File: src/rtl/wsa_pkg.sv
package wsa_pkg;

  // Adder cell kinds, by count of negatively weighted inputs.
  typedef enum logic [1:0] {
    CELL_POS3 = 2'd0,  // no negative input
    CELL_NEG1 = 2'd1,  // one negative: carry +2, sum -1
    CELL_NEG2 = 2'd2,  // two negative: carry -2, sum +1
    CELL_NEG3 = 2'd3   // all negative: carry -2, sum -1
  } cell_kind_e;

  function automatic cell_kind_e kind_of(input int unsigned n_neg);
    case (n_neg)
      0:       return CELL_POS3;
      1:       return CELL_NEG1;
      2:       return CELL_NEG2;
      default: return CELL_NEG3;
    endcase
  endfunction

endpackage

File: src/rtl/wsa_pp_gen.sv
module wsa_pp_gen #(
  parameter int unsigned W = 5
) (
  input  logic [W-1:0]   a_i,
  input  logic [W-1:0]   b_i,
  output logic [W*W-1:0] pp_o
);

  // pp_o[j*W+i] = a[i] & b[j]
  for (genvar j = 0; j < W; j++) begin : g_row
    for (genvar i = 0; i < W; i++) begin : g_col
      assign pp_o[j*W+i] = a_i[i] & b_i[j];
    end
  end

endmodule

File: src/rtl/wsa_cell.sv
module wsa_cell
  import wsa_pkg::*;
#(
  parameter bit X_NEG = 1'b0,
  parameter bit Y_NEG = 1'b0,
  parameter bit Z_NEG = 1'b0
) (
  input  logic x_i,
  input  logic y_i,
  input  logic z_i,
  output logic s_o,
  output logic c_o
);

  localparam int unsigned NNEG    = int'(X_NEG) + int'(Y_NEG) + int'(Z_NEG);
  localparam cell_kind_e  KIND    = kind_of(NNEG);
  localparam bit          MAJ_NEG = (NNEG >= 2);

  logic xm, ym, zm;

  assign s_o = x_i ^ y_i ^ z_i;

  if (KIND == CELL_POS3 || KIND == CELL_NEG3) begin : g_uniform
    assign xm = x_i;
    assign ym = y_i;
    assign zm = z_i;
  end else begin : g_mixed
    // invert inputs whose polarity is in the minority
    assign xm = x_i ^ (X_NEG != MAJ_NEG);
    assign ym = y_i ^ (Y_NEG != MAJ_NEG);
    assign zm = z_i ^ (Z_NEG != MAJ_NEG);
  end

  assign c_o = (xm & ym) | (xm & zm) | (ym & zm);

endmodule

File: src/rtl/wsa_final_row.sv
module wsa_final_row #(
  parameter int unsigned W = 5
) (
  input  logic [W-2:0] u_i,      // positive sums, columns W..2W-2
  input  logic [W-2:0] c_i,      // negative carries, columns W..2W-2
  input  logic         top_c_i,  // positive carry, column 2W-1
  output logic [W-1:0] hi_o
);

  // negatively weighted borrow chain
  logic [W-1:0] bw;

  assign bw[0] = 1'b0;

  for (genvar m = 0; m < W-1; m++) begin : g_col
    wsa_cell #(
      .X_NEG(1'b0),
      .Y_NEG(1'b1),
      .Z_NEG(1'b1)
    ) u_cell (
      .x_i(u_i[m]),
      .y_i(c_i[m]),
      .z_i(bw[m]),
      .s_o(hi_o[m]),
      .c_o(bw[m+1])
    );
  end

  // top column: the carry out would weigh 2^(2W) and falls outside the result
  assign hi_o[W-1] = top_c_i ^ bw[W-1];

endmodule

File: src/rtl/wsa_mult.sv
module wsa_mult #(
  parameter int unsigned W = 5
) (
  input  logic [W-1:0]   a_i,
  input  logic [W-1:0]   b_i,
  output logic [2*W-1:0] p_o
);

  localparam int unsigned PW = 2 * W;

  logic [W*W-1:0]        pp;
  logic [W-1:0][W-1:0]   rs;  // rs[j][i]: sum of row j, column i+j
  logic [W-1:0][W-1:0]   rc;  // rc[j][i]: carry of row j into column i+j+1

  wsa_pp_gen #(.W(W)) u_pp (
    .a_i (a_i),
    .b_i (b_i),
    .pp_o(pp)
  );

  assign rs[0] = pp[W-1:0];
  assign rc[0] = '0;

  for (genvar j = 1; j < W; j++) begin : g_row
    for (genvar i = 0; i < W; i++) begin : g_cell
      // exactly one sign-bit factor gives a negative partial product
      localparam bit PP_NEG = ((i == W-1) != (j == W-1));
      // sums left at column W-1 and above stay negative until the last row
      localparam bit U_NEG  = (i < W-1) && (i + j >= W-1);

      logic u_in;

      if (i < W-1) begin : g_up
        assign u_in = rs[j-1][i+1];
      end else begin : g_edge
        assign u_in = 1'b0;
      end

      wsa_cell #(
        .X_NEG(PP_NEG),
        .Y_NEG(U_NEG),
        .Z_NEG(1'b0)
      ) u_cell (
        .x_i(pp[j*W+i]),
        .y_i(u_in),
        .z_i(rc[j-1][i]),
        .s_o(rs[j][i]),
        .c_o(rc[j][i])
      );
    end
  end

  for (genvar j = 0; j < W; j++) begin : g_low
    assign p_o[j] = rs[j][0];
  end

  wsa_final_row #(.W(W)) u_fin (
    .u_i    (rs[W-1][W-1:1]),
    .c_i    (rc[W-1][W-2:0]),
    .top_c_i(rc[W-1][W-1]),
    .hi_o   (p_o[PW-1:W])
  );

endmodule

File: config.mk
export PLATFORM = sky130hd
export DESIGN_NAME = wsa_mult
export DESIGN_NICKNAME = d
export VERILOG_FILES = /design/src/rtl/wsa_pkg.sv /design/src/rtl/wsa_pp_gen.sv /design/src/rtl/wsa_cell.sv /design/src/rtl/wsa_final_row.sv /design/src/rtl/wsa_mult.sv
export SDC_FILE = /design/constraint.sdc
export NUM_CORES = 1
export LEC_CHECK = 0
export ABC_AREA = 1
export BUFFER_PORTS_ARGS = -buffer_cell sky130_fd_sc_hd__buf_2
export CORE_MARGIN = 1
export CORE_UTILIZATION = 35
export DETAILED_ROUTE_END_ITERATION = 10
export PLACE_DENSITY = 0.66
export SLEW_MARGIN = 10
export SYNTH_ARGS = -nofsm -noshare
export SYNTH_HDL_FRONTEND = slang
export SYNTH_SLANG_ARGS = --single-unit
File: constraint.sdc
create_clock -name vclk -period 3.49
set_clock_uncertainty 0.1 [all_clocks]
set_input_delay 0.1745 -clock vclk [all_inputs]
set_output_delay 0.1745 -clock vclk [all_outputs]
set_load 0.1 [all_outputs]
---- Word-level counts from Yosys, hierarchy flattened ----
Cells that the tools add are included.
W data, S select, Z words.
operators by class
  bitwise logic cells ..................... 154
operators by type and width
  operator       number
  $and A1 B1 Y1  75
  $xor A1 B1 Y1  35
  $or A1 B1 Y1   30
  $not A1 Y1     14
storage, ports and cells
  input bits .............................. 10
  register bits after elaboration ......... 0

---- Logic depth before layout (Yosys ltp) ----
  word-level depth ........................ 22
  mapped depth ............................ 16

---- Hierarchy ----
From an unflattened synthesis, not the netlist that was laid out.
unflattened totals
  cells, all modules ...................... 119
  area total of the unflattened synthesis .. 852.1 sq um
by module, submodules not included
  module                                    area an instance (sq um)  instances  seq. area each (sq um)  cells each
  wsa_cell (g_row[1].g_cell[3].u_cell ...)  27.5                      17         0.0                     3
  wsa_pp_gen                                187.7                     1          0.0                     50
  wsa_cell (g_row[1].g_cell[0].u_cell ...)  20.0                      7          0.0                     1
  wsa_mult                                  33.8                      1          0.0                     5
  wsa_final_row                             22.5                      1          0.0                     6

---- Worst setup path after synthesis ----
Ideal clock, no wire load.
  kind .................................... input port to output port
  start ................................... in a_i[3]
  end ..................................... out p_o[8]
  path slack .............................. -0.469 ns
  arrival ................................. 3.684 ns
  stages .................................. 15
  buffers on the path ..................... 1
  cells stage by stage .................... nand2_1 -> inv_1 -> ha_1 -> inv_1 -> fa_1 -> fa_1 -> inv_1 -> fa_1 -> inv_1 -> ha_1 -> fa_1 -> fa_1 -> inv_1 -> fa_1 -> buf_4
between the ends
  word-level cells in the longest chain between the ends .. 19
  elaborated cells on any way between the ends .. 103
  classes of those cells .................. bitwise (103)
RTL lines
  what                                                          RTL line                        source
  start: declaration                                            wsa_mult.sv:4                   input logic [W-1:0] a_i,
  $and A1 B1 Y1                                                 wsa_pp_gen.sv:12                assign pp_o[j*W+i] = a_i[i] & b_i[j];
  $xor A1 B1 Y1                                                 wsa_cell.sv:21                  assign s_o = x_i ^ y_i ^ z_i;
  $and A1 B1 Y1 / $xor A1 B1 Y1 (equally long branches)         wsa_cell.sv:34, wsa_cell.sv:21
  $or A1 B1 Y1 / $xor A1 B1 Y1 (equally long branches)          wsa_cell.sv:34, wsa_cell.sv:21
  $or A1 B1 Y1 (tied with other cells)                          wsa_cell.sv:34                  assign c_o = (xm & ym) | (xm & zm) | (ym & zm);
  $and A1 B1 Y1 / $or A1 B1 Y1 (equally long branches)          wsa_cell.sv:34
  $or A1 B1 Y1                                                  wsa_cell.sv:34
  $or A1 B1 Y1 / $not A1 Y1 (equally long branches)             --
  $not A1 Y1 (no line) / $and A1 B1 Y1 (equally long branches)  --
  $and A1 B1 Y1 / $or A1 B1 Y1 (equally long branches)          wsa_cell.sv:34
  $or A1 B1 Y1                                                  wsa_cell.sv:34
  $or A1 B1 Y1 / $and A1 B1 Y1 (equally long branches)          wsa_cell.sv:34
  $and A1 B1 Y1                                                 wsa_cell.sv:34
  $or A1 B1 Y1 (2 in series)                                    wsa_cell.sv:34
  $and A1 B1 Y1                                                 wsa_cell.sv:34
  $or A1 B1 Y1 (2 in series)                                    wsa_cell.sv:34
  $xor A1 B1 Y1 (*)                                             wsa_cell.sv:21
  end: declaration                                              wsa_mult.sv:6                   output logic [2*W-1:0] p_o
Every way passes the cells marked *; elsewhere a longest branch is shown, timed or not.

---- Worst setup path in the final report ----
Ends and elaborated chain as after synthesis.

==> impl_metrics.yaml <==
run_status:
  violations: "setup timing"
  status: "complete, but fails checks"
place:
  routabilityCongestion: 0.737
  placed_cell_area_um2: 857
  port_buffers: 20
  hpwlAfterDp_um: 955
global_route:
  grt_pass1_wl_um: 1870
  gr-usage-met2: 0.229
  antenna_found_initial: 0
  grt_util_all_layers: 0.118
  met1_usage: 0.156
  gr-total-overflow: 0
  grt_pass1_vias: 507
  busiest_layer: "met2"
  grt_start_max_net_pins: 6
  met3_usage: 0
clocking:
  cts_setup_buffers: 0
synth:
  yosysSeqAreaShare: 0
  synth_top_family_by_area: "adder cells"
  synthSimpleGateAreaFrac: 0.143
  synthMuxAreaShare: 0
  synth-compound-area-share: 0
  synth_area_um2: 656
  synth.area.top_cells: "fa_1 46%, inv_1 20%, nand2_1 14%"
  syn_inst: 89
  syn-mean-instance-area_um2: 7.37
  syn_nets: 119
  yosysTopAreaCell: "fa_1"
  synth_xor_area_frac: 0
  yosys_warnings: 0
  synthAdderAreaFrac: 0.553
  synth_top_area_frac: 0.458
  synthDistinctLibCells: 5
routing:
  ant_nets: 0
  wl_per_cell_um: 7.17
  first_iter_violations: 10
  dr.pass1.iters: 4
  drc: 0
  vias: 541
  postRouteWirelength_um: 953
  viasPerCell: 4.07
critical_path:
  start_kind: "primary input"
  crit_slowest_cell: "fa_1"
  path_buf_inv: 7
  cp.arrival_ns: 3.57
  worstPathRequired_ns: 3.22
  path_cells: "buf_8, nand2_4, inv_2, ha_4, inv_2, fa_1, fa_1, inv_1, fa_1, inv_1, ha_2, fa_2, fa_2, inv_2, fa_2, buf_6"
  path_delay_family: "adder cells"
  critical_path_class: "in2out"
  cpPeakStageDelay_ns: 0.49
  crit_fanout: 3
  endpoint_kind: "primary output"
die:
  die_area_um2: 2050
  die_x_um: 45.3
  fp-row-count: 15
  ios: 20
  die_y_um: 45.3
  initial_core_util: 0.376
  core_um2: 1750
sta:
  fmax_mhz: 260
  setup-tns-final_ns: -0.510
  worstMarginPinSlew_ns: 0.484
  rsz0062_at_grt: "true"
  setup_ws_ns: -0.355
  slew_headroom: 0.680
  finalSetupViolCount: 3
  min_period_ns: 3.84
  maxSlewViolCount: 0
  hold_viol_final: 0
  period_share: 1.10
cells_and_area:
  clkbuf_count: 0
  fillerInstances: 193
  area_growth_pct: 36.8
  design.seq.count: 0
  multi_input_area_um2: 494
  diodes: 0
  seqCellArea_um2: 0
  drive_gt1_frac: 0.389
  final_cell_area_um2: 897
  final_nets: 140
run:
  maxCapViolCount: 0
min_path:
  hp-class: "in2out"
[Yosys cell counts (all sizes together)]
cell    n
nand2  25
buf     9
fa     15
ha      5
inv    35
[stage by stage]
step	worst slack (ns)	hold slack (ns)	std cells	utilization
finish	-0.355	0.752	133	0.514
global route	-0.471	0.771	133	0.514
CTS	-0.370	0.759	133	0.514
detailed placement	-0.471	0.758	133	0.491
global placement	-0.441	0.753	133	0.491
floorplan	-0.198	0.637	89	-
[cells in the final DEF (no fill, tap or decap), drive strengths merged]
master / count
inv: 35
buf: 28
nand2: 25
fa: 15
ha: 5
[logic make-up after synthesis]
logic type,Yosys count
fa+ha+maj,20
buf+inv,44
simple gates,25
[final cells by class]
| class | count | area share |
|---|---|---|
| inverter | 35 | 0.146 |
| multi-input combinational | 45 | 0.551 |
| tap | 25 | 0.0349 |
| timing repair buffer | 28 | 0.268 |
[path summary, 6_finish.rpt]
kind	cells past startpoint	start	end	slack [ns]
setup / recovery	16	a_i[3]	p_o[8]	-0.35
hold / removal	4	a_i[0]	p_o[0]	0.75
[layer usage]
| layer | share of wire | vias to the layer above |
|---|---|---|
| met2 | 0.54 | 16 |
| li1 | - | 267 |
| met1 | 0.40 | 258 |
| met3 | 0.057 | 0 |
| met4 | 0 | 0 |
| met5 | 0 | - |
[timing repair]
action,in CTS,in global routing
setup endpoints to repair,3,3
gates resized for setup,13,0
hold buffers,0,0
Power is left out: the tool's default activity adds up to more than one toggle a clock period on the data nets, which glitch-free logic cannot reach.
